$ cat config.mk
export PLATFORM = sky130hd
export DESIGN_NAME = tod_ctrl_regs
export DESIGN_NICKNAME = d
export VERILOG_FILES = /design/src/rtl/tod_regs_pkg.sv /design/src/rtl/tod_snap_reg.sv /design/src/rtl/tod_irq_ctrl.sv /design/src/rtl/tod_ctrl_regs.sv
export SDC_FILE = /design/constraint.sdc
export NUM_CORES = 2
export LEC_CHECK = 0
export ABC_AREA = 1
export CAP_MARGIN = 20
export CORE_AREA = 2 2 293 295
export CTS_BUF_LIST = sky130_fd_sc_hd__clkbuf_4 sky130_fd_sc_hd__clkbuf_8
export DETAILED_ROUTE_END_ITERATION = 7
export DIE_AREA = 0 0 295 297
export DONT_BUFFER_PORTS = 1
export PLACE_DENSITY_LB_ADDON = 0.15
export SETUP_SLACK_MARGIN = 0.5
export SLEW_MARGIN = 20
export SYNTH_ARGS = -nofsm -noshare
export SYNTH_HDL_FRONTEND = slang
export SYNTH_SLANG_ARGS = --single-unit
$ cat constraint.sdc
create_clock -name clk -period 1.9 [get_ports clk]
set_input_delay 0.285 -clock clk [delete_from_list [all_inputs] [get_ports clk]]
set_output_delay 0.285 -clock clk [all_outputs]
set_load 0.01 [all_outputs]
$ cat src/rtl/tod_regs_pkg.sv
package tod_regs_pkg;

    localparam int SEC_W  = 48;
    localparam int NS_W   = 30;
    localparam int TIME_W = SEC_W + NS_W;
    localparam int CFH_W  = 31;

    typedef struct packed {
        logic [SEC_W-1:0] sec;
        logic [NS_W-1:0]  ns;
    } tod_time_t;

    typedef enum logic [1:0] {
        OVR_NONE = 2'd0,
        OVR_BUS  = 2'd1,
        OVR_SW   = 2'd2,
        OVR_RSVD = 2'd3
    } ovr_mode_e;

    // word addresses of the global registers
    localparam logic [9:0] W_CFG   = 10'h000;
    localparam logic [9:0] W_SNAP  = 10'h001;
    localparam logic [9:0] W_IEN   = 10'h002;
    localparam logic [9:0] W_IST   = 10'h003;
    localparam logic [9:0] W_SWSL  = 10'h004;
    localparam logic [9:0] W_SWSH  = 10'h005;
    localparam logic [9:0] W_SWNS  = 10'h006;
    localparam logic [9:0] W_LOAD  = 10'h007;
    localparam logic [9:0] W_CFL   = 10'h008;
    localparam logic [9:0] W_CFH   = 10'h009;
    localparam logic [9:0] W_OSL   = 10'h00A;
    localparam logic [9:0] W_OSH   = 10'h00B;
    localparam logic [9:0] W_ONS   = 10'h00C;
    localparam logic [9:0] W_SYSSL = 10'h040;
    localparam logic [9:0] W_SYSSH = 10'h041;
    localparam logic [9:0] W_SYSNS = 10'h042;
    localparam logic [9:0] W_BUSL  = 10'h048;
    localparam logic [9:0] W_BUSH  = 10'h049;

    // per-port window: upper bits select the window, lower nibble the word
    localparam logic [5:0] PORT_WIN_BASE = 6'h08;
    localparam logic [3:0] PW_TX_NS = 4'h5;
    localparam logic [3:0] PW_TX_SL = 4'h6;
    localparam logic [3:0] PW_TX_SH = 4'h7;
    localparam logic [3:0] PW_RX_NS = 4'hD;
    localparam logic [3:0] PW_RX_SL = 4'hE;
    localparam logic [3:0] PW_RX_SH = 4'hF;

    function automatic logic [31:0] f_sec_lo(tod_time_t t);
        return t.sec[31:0];
    endfunction

    function automatic logic [31:0] f_sec_hi(tod_time_t t);
        return {16'b0, t.sec[47:32]};
    endfunction

    function automatic logic [31:0] f_ns(tod_time_t t);
        return {2'b0, t.ns};
    endfunction

endpackage

$ cat src/rtl/tod_snap_reg.sv
module tod_snap_reg #(
    parameter int W = 78
) (
    input  logic         clk,
    input  logic         rst,
    input  logic         cap,
    input  logic [W-1:0] live,
    output logic [W-1:0] held
);

    always_ff @(posedge clk) begin
        if (rst)
            held <= '0;
        else if (cap)
            held <= live;
    end


    capture_chk: assert property (@(posedge clk) disable iff (rst)
        cap |=> (held == $past(live)));


    hold_chk: assert property (@(posedge clk) disable iff (rst)
        !cap |=> $stable(held));

endmodule

$ cat src/rtl/tod_irq_ctrl.sv
module tod_irq_ctrl #(
    parameter int NSRC = 1
) (
    input  logic            clk,
    input  logic            rst,
    input  logic            en_wr,
    input  logic [NSRC-1:0] en_wdata,
    input  logic            clr_wr,
    input  logic [NSRC-1:0] clr_mask,
    input  logic [NSRC-1:0] evt,
    output logic [NSRC-1:0] en_q,
    output logic [NSRC-1:0] st_q,
    output logic            irq
);

    logic [NSRC-1:0] clr_eff;

    assign clr_eff = clr_wr ? clr_mask : '0;

    always_ff @(posedge clk) begin
        if (rst) begin
            en_q <= '0;
            st_q <= '0;
        end else begin
            if (en_wr)
                en_q <= en_wdata;
            st_q <= (st_q & ~clr_eff) | evt;
        end
    end

    assign irq = |(st_q & en_q);


    sticky_chk: assert property (@(posedge clk) disable iff (rst)
        !clr_wr |=> ((st_q & $past(st_q)) == $past(st_q)));


    set_prio_chk: assert property (@(posedge clk) disable iff (rst)
        (|evt) |=> ((st_q & $past(evt)) == $past(evt)));


    clear_chk: assert property (@(posedge clk) disable iff (rst)
        clr_wr |=> ((st_q & $past(clr_mask & ~evt)) == '0));

endmodule

$ cat src/rtl/tod_ctrl_regs.sv
module tod_ctrl_regs
    import tod_regs_pkg::*;
#(
    parameter int NPORTS = 2
) (
    input  logic                     clk,
    input  logic                     rst,
    input  logic                     req_valid,
    output logic                     req_ready,
    input  logic                     req_write,
    input  logic [9:0]               req_addr,
    input  logic [31:0]              req_wdata,
    output logic                     rsp_valid,
    output logic [31:0]              rsp_rdata,
    input  logic                     pps_in,
    input  logic [TIME_W-1:0]        sys_time_in,
    input  logic [SEC_W-1:0]         bus_sec_in,
    input  logic [NPORTS*TIME_W-1:0] tx_time_in,
    input  logic [NPORTS*TIME_W-1:0] rx_time_in,
    output logic                     cfg_sys_en,
    output logic                     cfg_bus_en,
    output logic [1:0]               cfg_ovr_mode,
    output logic [NPORTS-1:0]        cfg_port_en,
    output logic [SEC_W-1:0]         sw_sec,
    output logic [NS_W-1:0]          sw_ns,
    output logic [32+CFH_W-1:0]      sw_cf,
    output logic [SEC_W-1:0]         ofs_sec,
    output logic [NS_W-1:0]          ofs_ns,
    output logic                     snap_pulse,
    output logic                     load_tod_pulse,
    output logic                     load_ofs_pulse,
    output logic                     irq
);

    localparam int CFG_W = 4 + NPORTS;

    logic [9:0]        widx;
    logic              wr_en;
    logic              rd_en;
    logic              snap_hit;
    logic [CFG_W-1:0]  cfg_q;
    logic [31:0]       swsl_q;
    logic [15:0]       swsh_q;
    logic [NS_W-1:0]   swns_q;
    logic [31:0]       cfl_q;
    logic [CFH_W-1:0]  cfh_q;
    logic [31:0]       osl_q;
    logic [15:0]       osh_q;
    logic [NS_W-1:0]   ons_q;
    logic              snap_q;
    logic              ltod_q;
    logic              lofs_q;
    logic [0:0]        ien_q;
    logic [0:0]        ist_q;
    logic [TIME_W-1:0] sys_snap;
    logic [SEC_W-1:0]  bus_snap;
    logic [TIME_W-1:0] tx_snap [NPORTS];
    logic [TIME_W-1:0] rx_snap [NPORTS];
    logic [31:0]       rd_word;
    ovr_mode_e         ovr_mode;

    assign req_ready = 1'b1;
    assign widx      = req_addr;
    assign wr_en     = req_valid & req_write;
    assign rd_en     = req_valid & ~req_write;
    assign snap_hit  = wr_en && (widx == W_SNAP) && req_wdata[0];

    // storage and trigger registers
    always_ff @(posedge clk) begin
        if (rst) begin
            cfg_q  <= '0;
            swsl_q <= '0;
            swsh_q <= '0;
            swns_q <= '0;
            cfl_q  <= '0;
            cfh_q  <= '0;
            osl_q  <= '0;
            osh_q  <= '0;
            ons_q  <= '0;
            snap_q <= 1'b0;
            ltod_q <= 1'b0;
            lofs_q <= 1'b0;
        end else begin
            snap_q <= snap_hit;
            ltod_q <= wr_en && (widx == W_LOAD) && req_wdata[0];
            lofs_q <= wr_en && (widx == W_LOAD) && req_wdata[1];
            if (wr_en) begin
                case (widx)
                    W_CFG:  cfg_q  <= req_wdata[CFG_W-1:0];
                    W_SWSL: swsl_q <= req_wdata;
                    W_SWSH: swsh_q <= req_wdata[15:0];
                    W_SWNS: swns_q <= req_wdata[NS_W-1:0];
                    W_CFL:  cfl_q  <= req_wdata;
                    W_CFH:  cfh_q  <= req_wdata[CFH_W-1:0];
                    W_OSL:  osl_q  <= req_wdata;
                    W_OSH:  osh_q  <= req_wdata[15:0];
                    W_ONS:  ons_q  <= req_wdata[NS_W-1:0];
                    default: ;
                endcase
            end
        end
    end

    tod_irq_ctrl #(.NSRC(1)) u_irq (
        .clk      (clk),
        .rst      (rst),
        .en_wr    (wr_en && (widx == W_IEN)),
        .en_wdata (req_wdata[0:0]),
        .clr_wr   (wr_en && (widx == W_IST)),
        .clr_mask (req_wdata[0:0]),
        .evt      (pps_in),
        .en_q     (ien_q),
        .st_q     (ist_q),
        .irq      (irq)
    );

    tod_snap_reg #(.W(TIME_W)) u_sys_snap (
        .clk  (clk),
        .rst  (rst),
        .cap  (snap_hit),
        .live (sys_time_in),
        .held (sys_snap)
    );

    tod_snap_reg #(.W(SEC_W)) u_bus_snap (
        .clk  (clk),
        .rst  (rst),
        .cap  (snap_hit),
        .live (bus_sec_in),
        .held (bus_snap)
    );

    for (genvar p = 0; p < NPORTS; p++) begin : g_port
        tod_snap_reg #(.W(TIME_W)) u_tx (
            .clk  (clk),
            .rst  (rst),
            .cap  (snap_hit & cfg_q[4+p]),
            .live (tx_time_in[p*TIME_W +: TIME_W]),
            .held (tx_snap[p])
        );
        tod_snap_reg #(.W(TIME_W)) u_rx (
            .clk  (clk),
            .rst  (rst),
            .cap  (snap_hit & cfg_q[4+p]),
            .live (rx_time_in[p*TIME_W +: TIME_W]),
            .held (rx_snap[p])
        );
    end

    // read decode
    always_comb begin
        rd_word = '0;
        case (widx)
            W_CFG:   rd_word = 32'(cfg_q);
            W_IEN:   rd_word = 32'(ien_q);
            W_IST:   rd_word = 32'(ist_q);
            W_SWSL:  rd_word = swsl_q;
            W_SWSH:  rd_word = {16'b0, swsh_q};
            W_SWNS:  rd_word = {2'b0, swns_q};
            W_CFL:   rd_word = cfl_q;
            W_CFH:   rd_word = {1'b0, cfh_q};
            W_OSL:   rd_word = osl_q;
            W_OSH:   rd_word = {16'b0, osh_q};
            W_ONS:   rd_word = {2'b0, ons_q};
            W_SYSSL: rd_word = f_sec_lo(tod_time_t'(sys_snap));
            W_SYSSH: rd_word = f_sec_hi(tod_time_t'(sys_snap));
            W_SYSNS: rd_word = f_ns(tod_time_t'(sys_snap));
            W_BUSL:  rd_word = bus_snap[31:0];
            W_BUSH:  rd_word = {16'b0, bus_snap[47:32]};
            default: begin
                for (int p = 0; p < NPORTS; p++) begin
                    if (widx[9:4] == PORT_WIN_BASE + 6'(p)) begin
                        case (widx[3:0])
                            PW_TX_NS: rd_word = f_ns(tod_time_t'(tx_snap[p]));
                            PW_TX_SL: rd_word = f_sec_lo(tod_time_t'(tx_snap[p]));
                            PW_TX_SH: rd_word = f_sec_hi(tod_time_t'(tx_snap[p]));
                            PW_RX_NS: rd_word = f_ns(tod_time_t'(rx_snap[p]));
                            PW_RX_SL: rd_word = f_sec_lo(tod_time_t'(rx_snap[p]));
                            PW_RX_SH: rd_word = f_sec_hi(tod_time_t'(rx_snap[p]));
                            default: ;
                        endcase
                    end
                end
            end
        endcase
    end

    always_ff @(posedge clk) begin
        if (rst) begin
            rsp_valid <= 1'b0;
            rsp_rdata <= '0;
        end else begin
            rsp_valid <= rd_en;
            rsp_rdata <= rd_en ? rd_word : '0;
        end
    end

    assign ovr_mode       = ovr_mode_e'(cfg_q[3:2]);
    assign cfg_sys_en     = cfg_q[0];
    assign cfg_bus_en     = cfg_q[1];
    assign cfg_ovr_mode   = ovr_mode;
    assign cfg_port_en    = cfg_q[4 +: NPORTS];
    assign sw_sec         = {swsh_q, swsl_q};
    assign sw_ns          = swns_q;
    assign sw_cf          = {cfh_q, cfl_q};
    assign ofs_sec        = {osh_q, osl_q};
    assign ofs_ns         = ons_q;
    assign snap_pulse     = snap_q;
    assign load_tod_pulse = ltod_q;
    assign load_ofs_pulse = lofs_q;


    snap_src_chk: assert property (@(posedge clk) disable iff (rst)
        snap_pulse |-> $past(req_valid && req_write && (req_addr == W_SNAP) && req_wdata[0]));


    load_src_chk: assert property (@(posedge clk) disable iff (rst)
        (load_tod_pulse || load_ofs_pulse) |-> $past(req_valid && req_write && (req_addr == W_LOAD)));


    rsp_order_chk: assert property (@(posedge clk) disable iff (rst)
        rsp_valid |-> $past(req_valid && !req_write));


    ready_chk: assert property (@(posedge clk) disable iff (rst)
        req_valid |-> req_ready);

endmodule

==> Word level (Yosys, flattened, before mapping) <==
Cells that the tools add are included.
Widths: inputs -> output; s select.
{ "classes": {"eq_ne": 25, "mux": 6, "bitwise_logic": 10, "reduce_logical": 18} }
{ "op_table": {"columns": ["cell", "count"], "rows": [
  ["$pmux 32 s16", 1],
  ["$pmux 32 s6", 2],
  ["$mux 32", 2],
  ["$eq 10x4->1 const B", 5],
  ["$eq 10x7->1 const B", 5],
  ["$eq 10x3->1 const B", 4],
  ["$eq 10x2->1 const B", 2],
  ["$reduce_and 2->1", 9],
  ["$eq 4x3->1 const B", 3],
  ["$eq 4x4->1 const B", 3],
  ["$eq 6x4->1 const B", 2],
  ["$eq 10x1->1 const B", 1],
  ["$logic_not 10->1", 1],
  ["$logic_and 1x1->1", 7],
  ["$and 1x1->1", 6],
  ["$not 1->1", 3],
  ["$reduce_or 2->1", 1],
  ["$mux 1", 1],
  ["$or 1x1->1", 1]
]} }
{ "word_totals": {"reg_bits": 701, "in_bits": 485, "out_inout_bits": 263, "word_cells": 81} }

==> Depth between registers and ports, before layout <==
{ "depth": {"word_depth": 6, "depth_mapped": 14, "ltp_nobuf": 11} }

==> By module <==
Synthesis repeated with hierarchy kept, for this count alone.
{ "unflattened": {"hier_cells": 5265, "area_unflattened_um2": 32647.6} }
{ "modules_own_cells": {"columns": ["mod", "instances", "cells_per_inst", "area_each_um2", "seq_area_each_um2"], "rows": [
  ["tod_snap_reg (g_port[0].u_rx ...)", 5, 494, 3163.0, 1561.5],
  ["tod_ctrl_regs", 1, 2478, 14767.9, 5225.0],
  ["tod_snap_reg (u_bus_snap)", 1, 305, 1976.9, 960.9],
  ["tod_irq_ctrl", 1, 12, 87.6, 40.0]
]} }

==> Least setup slack after synthesis <==
No wires, ideal clock.
{ "synth_path": {"path_type": "in2reg", "start": "in req_addr[5]", "end": "reg g_port[0].u_rx.held[74]", "setup_time_ns": 0.113, "arrival_ns": 1.669, "t_required_ns": 1.787, "setup_slack_ns": 0.118, "cell_stages": 13, "n_path_buf": 3, "path_cell_list": "nor2_1 > nand2_2 > nor2_8 > nand2_4 > nor2_4 > nand2_2 > inv_2 > buf_6 > nand2_4 > buf_2 > buf_2 > nor2_1 > nor2_1"} }
{ "synth_between": {"elab_chain_cells": 4} }
{ "synth_lines": {"columns": ["element", "line", "rtl"], "rows": [
  ["start, declared", "tod_ctrl_regs.sv:11", "input logic [9:0] req_addr,"],
  ["$eq 10x1->1", "tod_ctrl_regs.sv:66", "assign snap_hit = wr_en && (widx == W_SNAP) && req_wdata[0];"],
  ["$logic_and 1x1->1 (2 in a row)", "tod_ctrl_regs.sv:66", null],
  ["$and 1x1->1", "tod_ctrl_regs.sv:144", ".cap (snap_hit & cfg_q[4+p]),"],
  ["end signal, assigned", "tod_snap_reg.sv:15", "held <= live;"],
  ["end, declared", "tod_snap_reg.sv:8", "output logic [W-1:0] held"]
]} }
No other way between the ends.
A chain may end at the register's enable or synchronous reset.

==> Worst setup path in the final report <==
{ "layout_path": {"start": "reg u_irq.en_q", "end": "out irq"} }
{ "layout_between": {"elab_chain_cells": 1} }
{ "layout_lines": {"columns": ["element", "line", "rtl"], "rows": [
  ["start, declared", "tod_irq_ctrl.sv:11", "output logic [NSRC-1:0] en_q,"],
  ["start signal, assigned", "tod_irq_ctrl.sv:26", "en_q <= en_wdata;"],
  ["$and 1x1->1", "tod_irq_ctrl.sv:31", "assign irq = |(st_q & en_q);"],
  ["end, declared", "tod_ctrl_regs.sv:32", "output logic irq"]
]} }
No other way between the ends.

==> impl_metrics.csv <==
group,metric,value,unit
status,outcome,"completed",
sta,drv_slew,0,
global_routing,globalRouteOverflowTotal,0,
place,numPortBuffers,0,
sta,finalHoldViolCount,0,
setup_path,crit_type,"flip-flop to primary output",
cts,cts-root-buf,"clkbuf_8",
detailed_routing,drc_errors,0,
detailed_routing,dr.pass1.iters,6,
power_and_ir_drop,leakagePower,19.8,nW
setup_path,cp_top_family,"flip-flops",
floorplanning,std_cell_rows,107,
setup_path,crit_path_max_incr_delay,0.36,ns
setup_path,rrSetupSlack,0.50,ns
floorplanning,coreArea,0.0845,mm^2
place,dp_slack,-0.365,ns
final_layout,area_growth,38.6,%
logic_synthesis,ys_types,27,
final_layout,stdcell_count,6720,
sta,layout_setup_ws,0.300,ns
global_routing,grt_usage,0.314,
final_layout,layout-drive-gt1-share,0.150,
power_and_ir_drop,powerDensity,723,mW/mm^2
global_routing,antenna_found_initial,26,
sta,worst_pin_slew,0.566,ns
cts,clk_pin_slew_worst_paths,0.05,ns
place,gp_congestion,0.925,
detailed_routing,ant_nets,0,
logic_synthesis,syn_nets,5352,
global_routing,grt_pass1_vias,31400,
cts,clock_latency,0.83,ns
detailed_routing,vias,32800,
floorplanning,die_x,295,um
power_and_ir_drop,ir_drop,0.563,mV
detailed_routing,wl,143000,um
logic_synthesis,yosys_warnings,0,
cts,htree_levels,4,
setup_path,cp_max_fo,2,
cts,cts_tree,"yes",
run,maxCapViolCount,0,
sta,fin_hold_ws,0.127,ns
cts,cts.sinks,701,
sta,min_period_over_period,0.842,
setup_path,path_cells,"nand2_4 > inv_4",
place,dp_hpwl,101000,um
final_layout,layout.nets,5946,
cts,cts-buffers-inserted,132,
worst_hold_path,hp-start,"req_addr[4]",
setup_path,rr_endpoint,"rsp_rdata[10]",
sta,rsz0062_at_grt,"true",
global_routing,grt_pass1_wl,204000,um
sta,max-slew-margin-rel,0.622,
setup_path,r2r_start,"swsh_q[10]",
worst_hold_path,hold_end,"rsp_rdata[0]",
setup_path,crit_slowest_cell,"dfxtp_4",
sta,max_freq,625,MHz
floorplanning,die-area,0.0876,mm^2
cts,clk_path_buf_depth,3,
power_and_ir_drop,total_power,31.5,mW
worst_hold_path,hold_class,"input pin to flip-flop",
logic_synthesis,yosysSeqAreaShare,0.447,
logic_synthesis,synth_cells,4867,
setup_path,required,1.62,ns
setup_path,crit_path_end_kind,"primary output",
detailed_routing,drt_iter0_drc,2352,
setup_path,cp.buffers_inverters,1,
floorplanning,io_pins,748,
sta,setup_viol,0,
setup_path,start_kind,"flip-flop",
place,dp.cells,5973,
logic_synthesis,yosys_register_bits,701,
global_routing,grt_start_max_net_pins,112,
setup_path,cp-startpoint,"u_irq.en_q",
floorplanning,dieHeight,297,um
detailed_routing,routed_via_density,4.87,
floorplanning,start_util,0.372,
worst_hold_path,hold_depth,7,
sta,fin_crit,1.60,ns
setup_path,crit_arrival,1.31,ns
detailed_routing,wl_per_cell,21.2,um
logic_synthesis,syn_area_per_cell,6.45,um^2
sta,fin_skew,0.0451,ns
setup_path,reg2regPathDepth,6,
logic_synthesis,synth_area,0.0314,mm^2
sta,setup_tns,0,ns
-- tightest hold or removal path: stages --
cell     delay (ns)
nand2_1        0.06
nor3_2         0.06
buf_12         0.17
nand2_1        0.09
nand2_1        0.08
inv_1          0.06
a21oi_1        0.06
-- worst max path at each step --
stage | slack, ns | to | cells after the start
floorplan | 0.19 | g_port[0].u_rx.held[10] | 13
global placement | -0.35 | rsp_rdata[6] | 11
detailed placement | -0.37 | rsp_rdata[6] | 11
CTS | 0.22 | irq | 2
global route | 0.24 | irq | 2
finish | 0.30 | irq | 2
-- what timing repair did --
action | 4_1_cts | 5_1_grt
setup buffers | 2 | 2
cloned | 0 | 4
endpoints found under the hold margin | 687 | 0
pin swaps | 1 | 2
setup endpoints to repair | 409 | 495
hold buffers | 490 | 0
resized for setup | 495 | 48
-- sequential cells by signal, summed over array words and instances (netlist names), 6 cells and up --
signal,cells
g_port.u_tx.held,156
g_port.u_rx.held,156
cfl_q,32
u_sys_snap.held,78
cfh_q,31
rsp_rdata,32
osl_q,32
cfg_q,6
sw_ns,30
swsl_q,32
osh_q,16
u_bus_snap.held,48
swsh_q,16
ofs_ns,30
-- power breakdown --
group | internal, mW | switching [mW] | total, mW
sequential | 14.4 | 0.00739 | 14.4
combinational | 0.912 | 0.893 | 1.81
clock | 8.34 | 6.96 | 15.3
-- placed cells by master (no fill, tap or decap), types with 24 or more instances in the layout --
master / instances
a211oi_1: 29
a21oi_1: 242
buf_12: 80
buf_4: 178
clkbuf_4: 39
clkbuf_8: 158
dfxtp_1: 438
dfxtp_2: 31
dfxtp_4: 232
dlygate4sd3_1: 485
inv_1: 638
nand2_1: 1103
nand3_1: 227
nor2_1: 1021
o21ai_0: 444
o21ai_1: 24
o22ai_1: 63
-- kinds of logic (layout without fill, tap and decap cells) --
family / Yosys count / count (layout) / synth area share
flip-flops: 701 / 701 / 0.447
other: 1 / 23 / 0.000119
AND/OR/NAND/NOR: 2411 / 2411 / 0.299
AO/OA/AOI/OAI: 805 / 805 / 0.133
buffers and inverters: 949 / 1636 / 0.121
-- stage by stage --
step	cell area (um^2)	util
final	43600	0.516
after global routing	43500	0.515
after CTS	43200	0.512
after detailed placement	34700	0.410
after global placement	34700	0.410
after floorplan	31700	-
-- per-layer routing --
| metal | routed length (um) | global-route usage | up-vias |
|---|---|---|---|
| met2 | 67500 | 0.528 | 1302 |
| met3 | 11700 | 0.0868 | 294 |
| met5 | 76 | 0 | - |
| met4 | 6060 | 0.134 | 12 |
| li1 | - | - | 16200 |
| met1 | 57300 | 0.373 | 14900 |
-- synth_stat cells --
| master | instances | area (um^2) |
|---|---|---|
| buf_2 | 85 | 425 |
| nor2_1 | 1049 | 3940 |
| a21oi_1 | 242 | 1210 |
| buf_6 | 15 | 169 |
| inv_2 | 6 | 22.5 |
| o22ai_1 | 63 | 394 |
| nor2_8 | 1 | 20.0 |
| nor3_1 | 4 | 20.0 |
| buf_4 | 2 | 15.0 |
| nand2_1 | 1115 | 4190 |
| nor2_2 | 5 | 31.3 |
| dfxtp_1 | 701 | 14000 |
| nand2_2 | 2 | 12.5 |
| clkinv_1 | 2 | 7.51 |
| conb_1 | 1 | 3.75 |
| a22oi_1 | 1 | 7.51 |
| nand3_1 | 230 | 1150 |
| inv_1 | 642 | 2410 |
| nor4_1 | 1 | 6.26 |
| o21ai_1 | 17 | 85.1 |
| nor2_4 | 1 | 11.3 |
| nand2_4 | 2 | 22.5 |
| clkbuf_1 | 191 | 717 |
| buf_1 | 6 | 22.5 |
| a211oi_1 | 29 | 218 |
| or2_2 | 1 | 6.26 |
| o21ai_0 | 453 | 2270 |
-- layout make-up --
type,instances,area [um^2]
Clock inverter,30,219
Inverter,650,2460
Fill cell,8370,40900
Sequential cell,701,14900
Clock buffer,197,2470
Timing Repair Buffer,759,8130
Tap cell,1144,1430
Multi-Input combinational cell,3217,13800
Antenna cell,22,55.1
No activity file was read; power rests on OpenSTA's default activity.
